[src/rtl/wdog_twostage.sv]
module wdog_twostage #(
  parameter int PRESCALE = 600000,
  parameter int TMO_W    = 10
)(
  input  logic        clk,
  input  logic        rst_n,
  input  logic        no_reboot,
  input  logic        wr_en,
  input  logic [1:0]  addr,
  input  logic [3:0]  be,
  input  logic [31:0] wdata,
  output logic [31:0] rdata,
  output logic        act_req
);
  localparam int PRE_W = (PRESCALE > 1) ? $clog2(PRESCALE) : 1;
  localparam logic [PRE_W-1:0] PRE_LAST = PRE_W'(PRESCALE - 1);
  localparam logic [TMO_W-1:0] ONE = TMO_W'(1);

  logic [PRE_W-1:0] pre;
  logic [TMO_W-1:0] cnt, tmo, tmo_nx;
  logic [15:0] tmo_ext, tmo_wr, ctrl2;
  logic [7:0]  msg_lo, msg_hi, swi;
  logic halt, lock, armed, st_to, st_2nd, st_act;
  logic wr0, wr1, wr2, wr3, reload, tick, expire;

  assign wr0 = wr_en && addr == 2'd0;
  assign wr1 = wr_en && addr == 2'd1;
  assign wr2 = wr_en && addr == 2'd2;
  assign wr3 = wr_en && addr == 2'd3;

  assign tmo_ext = 16'(tmo);
  assign tmo_wr  = {be[3] ? wdata[31:24] : tmo_ext[15:8],
                    be[2] ? wdata[23:16] : tmo_ext[7:0]};
  assign tmo_nx  = wr0 ? tmo_wr[TMO_W-1:0] : tmo;

  assign reload = wr0 && (be[0] || be[1]);
  assign tick   = !halt && pre == PRE_LAST;
  assign expire = tick && !reload && cnt <= ONE;

  always_ff @(posedge clk) begin
    if (!rst_n) begin
      pre     <= '0;
      cnt     <= '0;
      tmo     <= TMO_W'(4);
      halt    <= 1'b0;
      lock    <= 1'b0;
      armed   <= 1'b0;
      st_to   <= 1'b0;
      st_2nd  <= 1'b0;
      st_act  <= 1'b0;
      act_req <= 1'b0;
      ctrl2   <= 16'h0008;
      msg_lo  <= 8'h00;
      msg_hi  <= 8'h00;
      swi     <= 8'h03;
    end else begin
      tmo <= tmo_nx;

      if (reload)     pre <= '0;
      else if (!halt) pre <= (pre == PRE_LAST) ? '0 : pre + 1'b1;

      if (reload)    cnt <= tmo_nx;
      else if (tick) cnt <= (cnt <= ONE) ? tmo : cnt - ONE;

      if (reload)      armed <= 1'b0;
      else if (expire) armed <= 1'b1;

      act_req <= expire && armed && !no_reboot;

      if (wr1 && be[0] && wdata[3])  st_to  <= 1'b0;
      if (wr1 && be[2] && wdata[17]) st_2nd <= 1'b0;
      if (wr1 && be[2] && wdata[18]) st_act <= 1'b0;
      if (expire) st_to <= 1'b1;
      if (expire && armed) st_2nd <= 1'b1;
      if (expire && armed && !no_reboot) st_act <= 1'b1;

      if (wr2 && be[1]) begin
        halt <= wdata[11];
        lock <= lock | wdata[12];
      end
      if (wr2 && be[2]) ctrl2[7:0]  <= wdata[23:16];
      if (wr2 && be[3]) ctrl2[15:8] <= wdata[31:24];

      if (wr3 && be[0]) msg_lo <= wdata[7:0];
      if (wr3 && be[1]) msg_hi <= wdata[15:8];
      if (wr3 && be[2]) swi    <= wdata[23:16];
    end
  end

  always_comb begin
    case (addr)
      2'd0:    rdata = {tmo_ext, 16'(cnt)};
      2'd1:    rdata = {13'b0, st_act, st_2nd, 1'b0, 12'b0, st_to, 3'b0};
      2'd2:    rdata = {ctrl2, 3'b0, lock, halt, 11'b0};
      default: rdata = {8'h00, swi, msg_hi, msg_lo};
    endcase
  end


  act_gate_chk: assert property (@(posedge clk) disable iff (!rst_n)
    act_req |-> $past(!no_reboot));


  act_flag_chk: assert property (@(posedge clk) disable iff (!rst_n)
    act_req |-> (st_act && st_2nd && st_to));


  lock_hold_chk: assert property (@(posedge clk) disable iff (!rst_n)
    $past(lock) |-> lock);


  halt_hold_chk: assert property (@(posedge clk) disable iff (!rst_n)
    ($past(halt) && !$past(wr_en && addr == 2'd0 && (be[0] || be[1]))) |-> $stable(cnt));


  second_rise_chk: assert property (@(posedge clk) disable iff (!rst_n)
    $rose(st_2nd) |-> st_to);
endmodule

[config.mk]
export PLATFORM = sky130hd
export DESIGN_NAME = wdog_twostage
export DESIGN_NICKNAME = d
export VERILOG_FILES = /design/src/rtl/wdog_twostage.sv
export SDC_FILE = /design/constraint.sdc
export NUM_CORES = 1
export LEC_CHECK = 0
export ABC_AREA = 1
export BUFFER_PORTS_ARGS = -buffer_cell sky130_fd_sc_hd__buf_4
export CORE_MARGIN = 5
export CORE_UTILIZATION = 55
export CTS_BUF_LIST = sky130_fd_sc_hd__clkbuf_4 sky130_fd_sc_hd__clkbuf_8
export CTS_CLUSTER_DIAMETER = 40
export DETAILED_ROUTE_END_ITERATION = 6
export PLACE_DENSITY_LB_ADDON = 0.05
export SKIP_LAST_GASP = 1
export SLEW_MARGIN = 15
export SYNTH_ARGS = -nofsm -noshare
export SYNTH_HDL_FRONTEND = slang
export SYNTH_SLANG_ARGS = --single-unit
[constraint.sdc]
create_clock -name clk -period 2 [get_ports clk]
set_input_delay 0 -clock clk [delete_from_list [all_inputs] [get_ports clk]]
set_output_delay 0 -clock clk [all_outputs]
set_load 0.1 [all_outputs]
==> metrics.txt, run 1 <==
status finished, final reports clean; sw power ~1.1 mW; cell internal power dissipation around 2.7 mW; clock network power share 36.8%; final-report setup violation count 0; data arrival time of the critical path 2040 ps; Post-Route WL between 10000 and 15000 um; share of total power in combinational logic around 15%; cell count after synthesis 630; maximum clock insertion buffer count 2; unrepaired setup endpoints after global routing no; critical path start-end classification reg2reg; number of vias per cell between 5 and 6; Worst Setup Slack, final between 200 and 250 ps; most common cell after layout, fill and taps aside sky130_fd_sc_hd__nand2_1; Post-CTS Resized 0; family with the most delay on the worst path simple AND/OR/NAND/NOR gates; area post-placement roughly 0.005 mm2; synthesis-stage register bit count 87; number of diodes 0; Setup WS pre-CTS around 280 ps; antenna violations before repair 0; number of max-slew violations in the final report 0; clk_lat worst skew 360 ps; CP max-delay cell sky130_fd_sc_hd__dfxtp_1; area of the core region slightly below 0.008 mm2; post-detailed-route count of antenna-violating nets 0; count of unresolved DRC violations after routing 0; number of nets at the end of the flow 781; Synth Cell Area 0.00439 mm2; cells along the critical path inv_1 > ha_1 > nor2_1 > nor2_1 > nand2_2 > inv_1 > nand2_1 > nand2_1 > nand2_1 > a21oi_1; mean instance size in the synthesized netlist around 7.0 um2; number of distinct library cells after synthesis slightly above 40; routed via count 4408; static leakage 2.43 nW; accumulated negative setup slack 0 ps; final instance area roughly 0.0056 mm2; power after layout 3.76 mW; Worst slew margin between 60 and 70%; Max FO, Critical Path 15; Hold WC Path Type in2reg; synth-to-layout area growth 27.2%; portion of the clock cycle consumed by the worst path in the final layout between 80% and 90%; Root Buffer Master sky130_fd_sc_hd__clkbuf_8; 1st-iter DRT viols 263; critical path capture point type register; standard-cell rows 32; Sink Count slightly below 90; Placer Congestion ~0.91; power per cell area around 670 mW/mm2; fraction of final layout cells with drive strength greater than 1 a little under a fifth; worst voltage drop across the vdd grid 0.502 mV; final period demand of the worst path roughly 1800 ps; count of buffering cells on the critical path with inverters included 2; HPWL reported at the end of detailed placement roughly 8500 um; initial cell density of the core between 50% and 60%; first-pass GRT wire length ~20000 um; Clock Skew ~11 ps; die outline height between 90 and 100 um; routed length per placed instance 14.0 um; GR Util All Layers about a quarter; launching element type of the critical path register; number of detailed-route iterations in the first pass 5; fraction of synthesis flops using an asynchronous set or reset pin 0%; x dimension of the die roughly 99 um; number of enable flip-flop cells after synthesis 0; max cap viols 0; net count of the mapped netlist between 600 and 700; Final Hold Slack 11.2 ps; Synth area leaders sky130_fd_sc_hd__dfxtp_1 (40%), sky130_fd_sc_hd__nand2_1 (10%), sky130_fd_sc_hd__nor2_1 (9.6%), sky130_fd_sc_hd__o21ai_0 (6.0%), sky130_fd_sc_hd__inv_1 (6.0%); final hold vios 0; biggest area consumer among synthesized cells sky130_fd_sc_hd__dfxtp_1; floorplan die area slightly below 0.01 mm2; clock-pin slew of the registers on the worst-case setup and hold paths roughly 90 ps; maximum cell stage delay along the critical path between 300 and 400 ps; fraction of post-synthesis cell area in the top cell type by area 39.7%; I/O Pins 75; synth warn 0; Congestion Overflow GR 0; vias in the first global route 4212; maximum clock frequency ~0.57 GHz; leading cell types in the layout, fill and taps excluded sky130_fd_sc_hd__nand2_1 (119), sky130_fd_sc_hd__nor2_1 (112), sky130_fd_sc_hd__dfxtp_1 (87); number of clock buffers inserted by TritonCTS 9; quantity of I/O buffers inserted on ports 74; Worst-Margin Slew between 500 and 600 ps; maximum number of pins on one net before global-route repair between 40 and 50; worst path required time ~2300 ps; most frequent cell on the critical path sky130_fd_sc_hd__nand2_1; TritonCTS clock tree built; part of the total power dissipated in sequential elements a little under half; sequential area share after synthesis around two fifths; ys flop type sky130_fd_sc_hd__dfxtp_1; deepest level of the CTS H-tree 3; proportion of total power due to net switching 28.3%
==> path summary, 6_finish.rpt <==
check | start | to | slack, ps | depth (start not counted)
min reg2reg | ctrl2[8] | ctrl2[8] | 450 | 2
max reg2reg | cnt[0] | cnt[7] | 240 | 10
min | be[0] | st_to | 10 | 4
max | cnt[0] | cnt[7] | 240 | 10
==> metal layers <==
metal	track usage [%]	routed length, um
met3	5.54	641
met4	4.10	63
met1	32.4	5520
met2	41.2	5580
met5	0	0
==> cell families (layout without fill, tap and decap cells) <==
logic type	Yosys count	in the layout	share of synthesized area, %
buffers and inverters	100	211	9.36
AO/OA/AOI/OAI	127	127	16.1
AND/OR/NAND/NOR	303	303	31.9
adder cells (fa/ha/maj)	3	3	0.856
flip-flops	87	87	39.7
XOR/XNOR	9	9	1.80
multiplexers	1	1	0.228
==> metrics by stage <==
| step | utilization [%] | std cells |
|---|---|---|
| 6_report | 71.8 | 843 |
| 5_1_grt | 71.8 | 843 |
| 4_1_cts | 71.8 | 843 |
| 3_5_place_dp | 64.7 | 794 |
| 3_3_place_gp | 64.7 | 794 |
| 2_1_floorplan | - | 630 |
==> layout make-up <==
class | count | area, um2
timing repair buffer | 112 | 923
tap | 102 | 128
clock inverter | 7 | 101
sequential | 87 | 1740
multi-input combinational | 443 | 2230
clock buffer | 9 | 124
fill | 676 | 2190
inverter | 83 | 325
==> cells in the mapped netlist, types with 5 or more instances <==
library cell,count
sky130_fd_sc_hd__inv_1,70
sky130_fd_sc_hd__clkbuf_1,10
sky130_fd_sc_hd__dfxtp_1,87
sky130_fd_sc_hd__a21oi_1,36
sky130_fd_sc_hd__nand3_1,24
sky130_fd_sc_hd__nor2_4,8
sky130_fd_sc_hd__nor3_1,11
sky130_fd_sc_hd__nor2_2,6
sky130_fd_sc_hd__o221ai_1,5
sky130_fd_sc_hd__o21ai_0,53
sky130_fd_sc_hd__o21ai_1,15
sky130_fd_sc_hd__nand2_2,5
sky130_fd_sc_hd__nand4_1,6
sky130_fd_sc_hd__buf_2,5
sky130_fd_sc_hd__o211ai_1,9
sky130_fd_sc_hd__nand2_1,119
sky130_fd_sc_hd__inv_2,11
sky130_fd_sc_hd__xor2_1,8
sky130_fd_sc_hd__nor2_1,112
==> worst reg2reg max path, stage by stage, from the launching register on <==
cell and delay [ps]:
sky130_fd_sc_hd__dfxtp_1 330, sky130_fd_sc_hd__inv_1 160, sky130_fd_sc_hd__ha_1 280, sky130_fd_sc_hd__nor2_1 70, sky130_fd_sc_hd__nor2_1 120, sky130_fd_sc_hd__nand2_2 200, sky130_fd_sc_hd__inv_1 190, sky130_fd_sc_hd__nand2_1 70
sky130_fd_sc_hd__nand2_1 60, sky130_fd_sc_hd__nand2_1 50, sky130_fd_sc_hd__a21oi_1 150
==> sequential cells by signal, indices dropped and copies added, names as in the netlist <==
register  cells
ctrl2        16
swi           8
lock          1
act_req       1
pre          20
msg_lo        8
halt          1
st_2nd        1
st_to         1
armed         1
msg_hi        8
st_act        1
tmo          10
cnt          10
==> power by group through the flow <==
stage / sequential (mW) / combinational (mW) / clock, mW
floorplan: 1.83 / 0.355 / 0
global placement: 1.84 / 0.507 / 0
detailed placement: 1.84 / 0.514 / 0
CTS: 1.80 / 0.567 / 1.41
global route: 1.81 / 0.621 / 1.49
finish: 1.80 / 0.573 / 1.38
==> what timing repair did <==
item	CTS	global route
buffers inserted	0	0
hold endpoints to repair	50	0
hold buffers	33	0
Power figures use the tool's default switching activity.
==> run 2: changes to the inputs <==
==> constraint.sdc (replaced) <==
create_clock -name clk -period 2 [get_ports clk]
set_input_delay 0.4 -clock clk [delete_from_list [all_inputs] [get_ports clk]]
set_output_delay 0.4 -clock clk [all_outputs]
set_load 0.1 [all_outputs]
==> metrics.txt, run 2 (synthesis results as in run 1) <==
status finished, final reports clean; met1 routing resource usage after global routing a little under a third; Root Buffer Master sky130_fd_sc_hd__clkbuf_8; CP max-delay cell sky130_fd_sc_hd__inv_2; Max FO, Critical Path 17; standard-cell rows 32; number of max-slew violations in the final report 0; met3 track demand over resource 3.79%; routed via count around 4200; final period demand of the worst path roughly 1900 ps; Setup WS pre-CTS ~160 ps; end of the worst register-to-register path cnt[2]; number of standard cells in the layout, taps in and fillers out ~820; # Post-CTS Setup Buffers 0; area of the core region ~0.0078 mm2; clk_lat worst skew between 300 and 400 ps; Worst-Margin Slew 583 ps; registers with the highest flip-flop counts pre x20, ctrl2 x16; Clock Skew between 8 and 9 ps; post-detailed-route count of antenna-violating nets 0; x dimension of the die between 90 and 100 um; Worst Setup Slack, final 131 ps; GR Util All Layers 22.8%; number of nets at the end of the flow between 700 and 800; worst-case register-to-register setup slack approximately 250 ps; Congestion Overflow GR 0; Post-Route WL 11100 um; routed length per placed instance about 14 um; Hold WC Path Type in2reg; power per cell area 683 mW/mm2; data arrival time of the critical path between 1000 and 1500 ps; unrepaired setup endpoints after global routing no; antenna violations before repair 0; leading cell types in the layout, fill and taps excluded sky130_fd_sc_hd__nand2_1 (119), sky130_fd_sc_hd__nor2_1 (107), sky130_fd_sc_hd__dfxtp_1 (87); maximum clock frequency ~0.53 GHz; TritonCTS clock tree built; count of unresolved DRC violations after routing 0; count of buffering cells on the critical path with inverters included 4; vias in the first global route 3949; number of clock buffers inserted by TritonCTS 9; number of vias per cell 5.17; Worst slew margin between 60% and 70%; Placer Congestion slightly above 0.9; synth-to-layout area growth 21.9%; maximum cell stage delay along the critical path about 350 ps; deepest level of the CTS H-tree 3; most common cell after layout, fill and taps aside sky130_fd_sc_hd__nand2_1; critical path depth 6; critical path capture point type output port; cells along the critical path buf_4 > inv_12 > nor2_4 > inv_2 > o221ai_1 > buf_4; number of diodes 0; final-report setup violation count 0; most frequent cell on the critical path sky130_fd_sc_hd__buf_4; maximum clock insertion buffer count 2; start point of the critical path addr[1]; routing layer with the top usage in global route met2; critical path start-end classification in2out; quantity of I/O buffers inserted on ports 74; HPWL reported at the end of detailed placement between 8000 and 9000 um; register containing the most flip-flops in the final layout pre; launching element type of the critical path input pin; Critical Path End rdata[21]; worst voltage drop across the vdd grid 0.378 mV; hold buffer count at CTS 0; Sink Count 87; clock-pin slew of the registers on the worst-case setup and hold paths 80 ps; RR Startpoint cnt[0]; cell depth of the worst flop-to-flop path 10; Post-CTS Resized 0; number of flip-flops under the largest register name 20; portion of the clock cycle consumed by the worst path in the final layout roughly 93%; final hold vios 0; number of detailed-route iterations in the first pass 5; family with the most delay on the worst path buffers and inverters; initial cell density of the core between 50% and 60%; maximum number of pins on one net before global-route repair 28; static leakage ~2.3 nW; worst path required time about 1600 ps; cell count after placement about 800; floorplan die area 0.00986 mm2; first-pass GRT wire length 18600 um; die outline height a little under 100 um; I/O Pins 75; fraction of final layout cells with drive strength greater than 1 a little over a fifth; max cap viols 0; met2 GRT Util a little over a third; 1st-iter DRT viols ~320
[run 2: worst min path at each step]
| stage | startpoint | cells past startpoint | endpoint |
|---|---|---|---|
| 6_report | no_reboot | 2 | act_req |
| 5_1_grt | no_reboot | 2 | act_req |
| 4_1_cts | no_reboot | 2 | act_req |
| 3_5_place_dp | ctrl2[15] | 2 | ctrl2[15] |
| 3_3_place_gp | ctrl2[14] | 2 | ctrl2[14] |
| 2_1_floorplan | ctrl2[3] | 2 | ctrl2[3] |
[run 2: worst register-to-register path, delay by kind of cell (launching register included)]
family / cells / cell delay [ps]
AO/OA/AOI/OAI: 1 / 60
flip-flops: 1 / 360
adder cells (fa/ha/maj): 1 / 230
buffers and inverters: 2 / 300
AND/OR/NAND/NOR: 6 / 680
[run 2: where the power goes]
group,leakage [nW],switching [mW],internal (mW)
Clock,0.102,0.612,0.703
Combinational,1.53,0.367,0.170
Sequential,0.705,0.0240,1.78
[run 2: stage by stage]
stage | cell area [um2] | power, mW | setup TNS [ps] | util [%] | hold slack [ps]
after floorplan | 4470 | 2.20 | -10700 | - | 429
after global placement | 5140 | 2.36 | 0 | 66.2 | 439
after detailed placement | 5140 | 2.37 | 0 | 66.2 | 445
after CTS | 5350 | 3.66 | 0 | 68.9 | 207
after global routing | 5350 | 3.79 | 0 | 68.9 | 207
final | 5350 | 3.65 | 0 | 68.9 | 212
[run 2: metal layers]
layer	wire length, um	share of wire, %
met4	96	0.86
met5	0	0
met2	4850	44
met3	704	6.3
met1	5450	49
[run 2: layout make-up]
type	instances	area, um2
fill	673	2420
clock inverter	4	72.6
timing repair buffer	86	646
tap	102	128
clock buffer	10	131
sequential	87	1740
multi-input combinational	443	2280
inverter	83	345
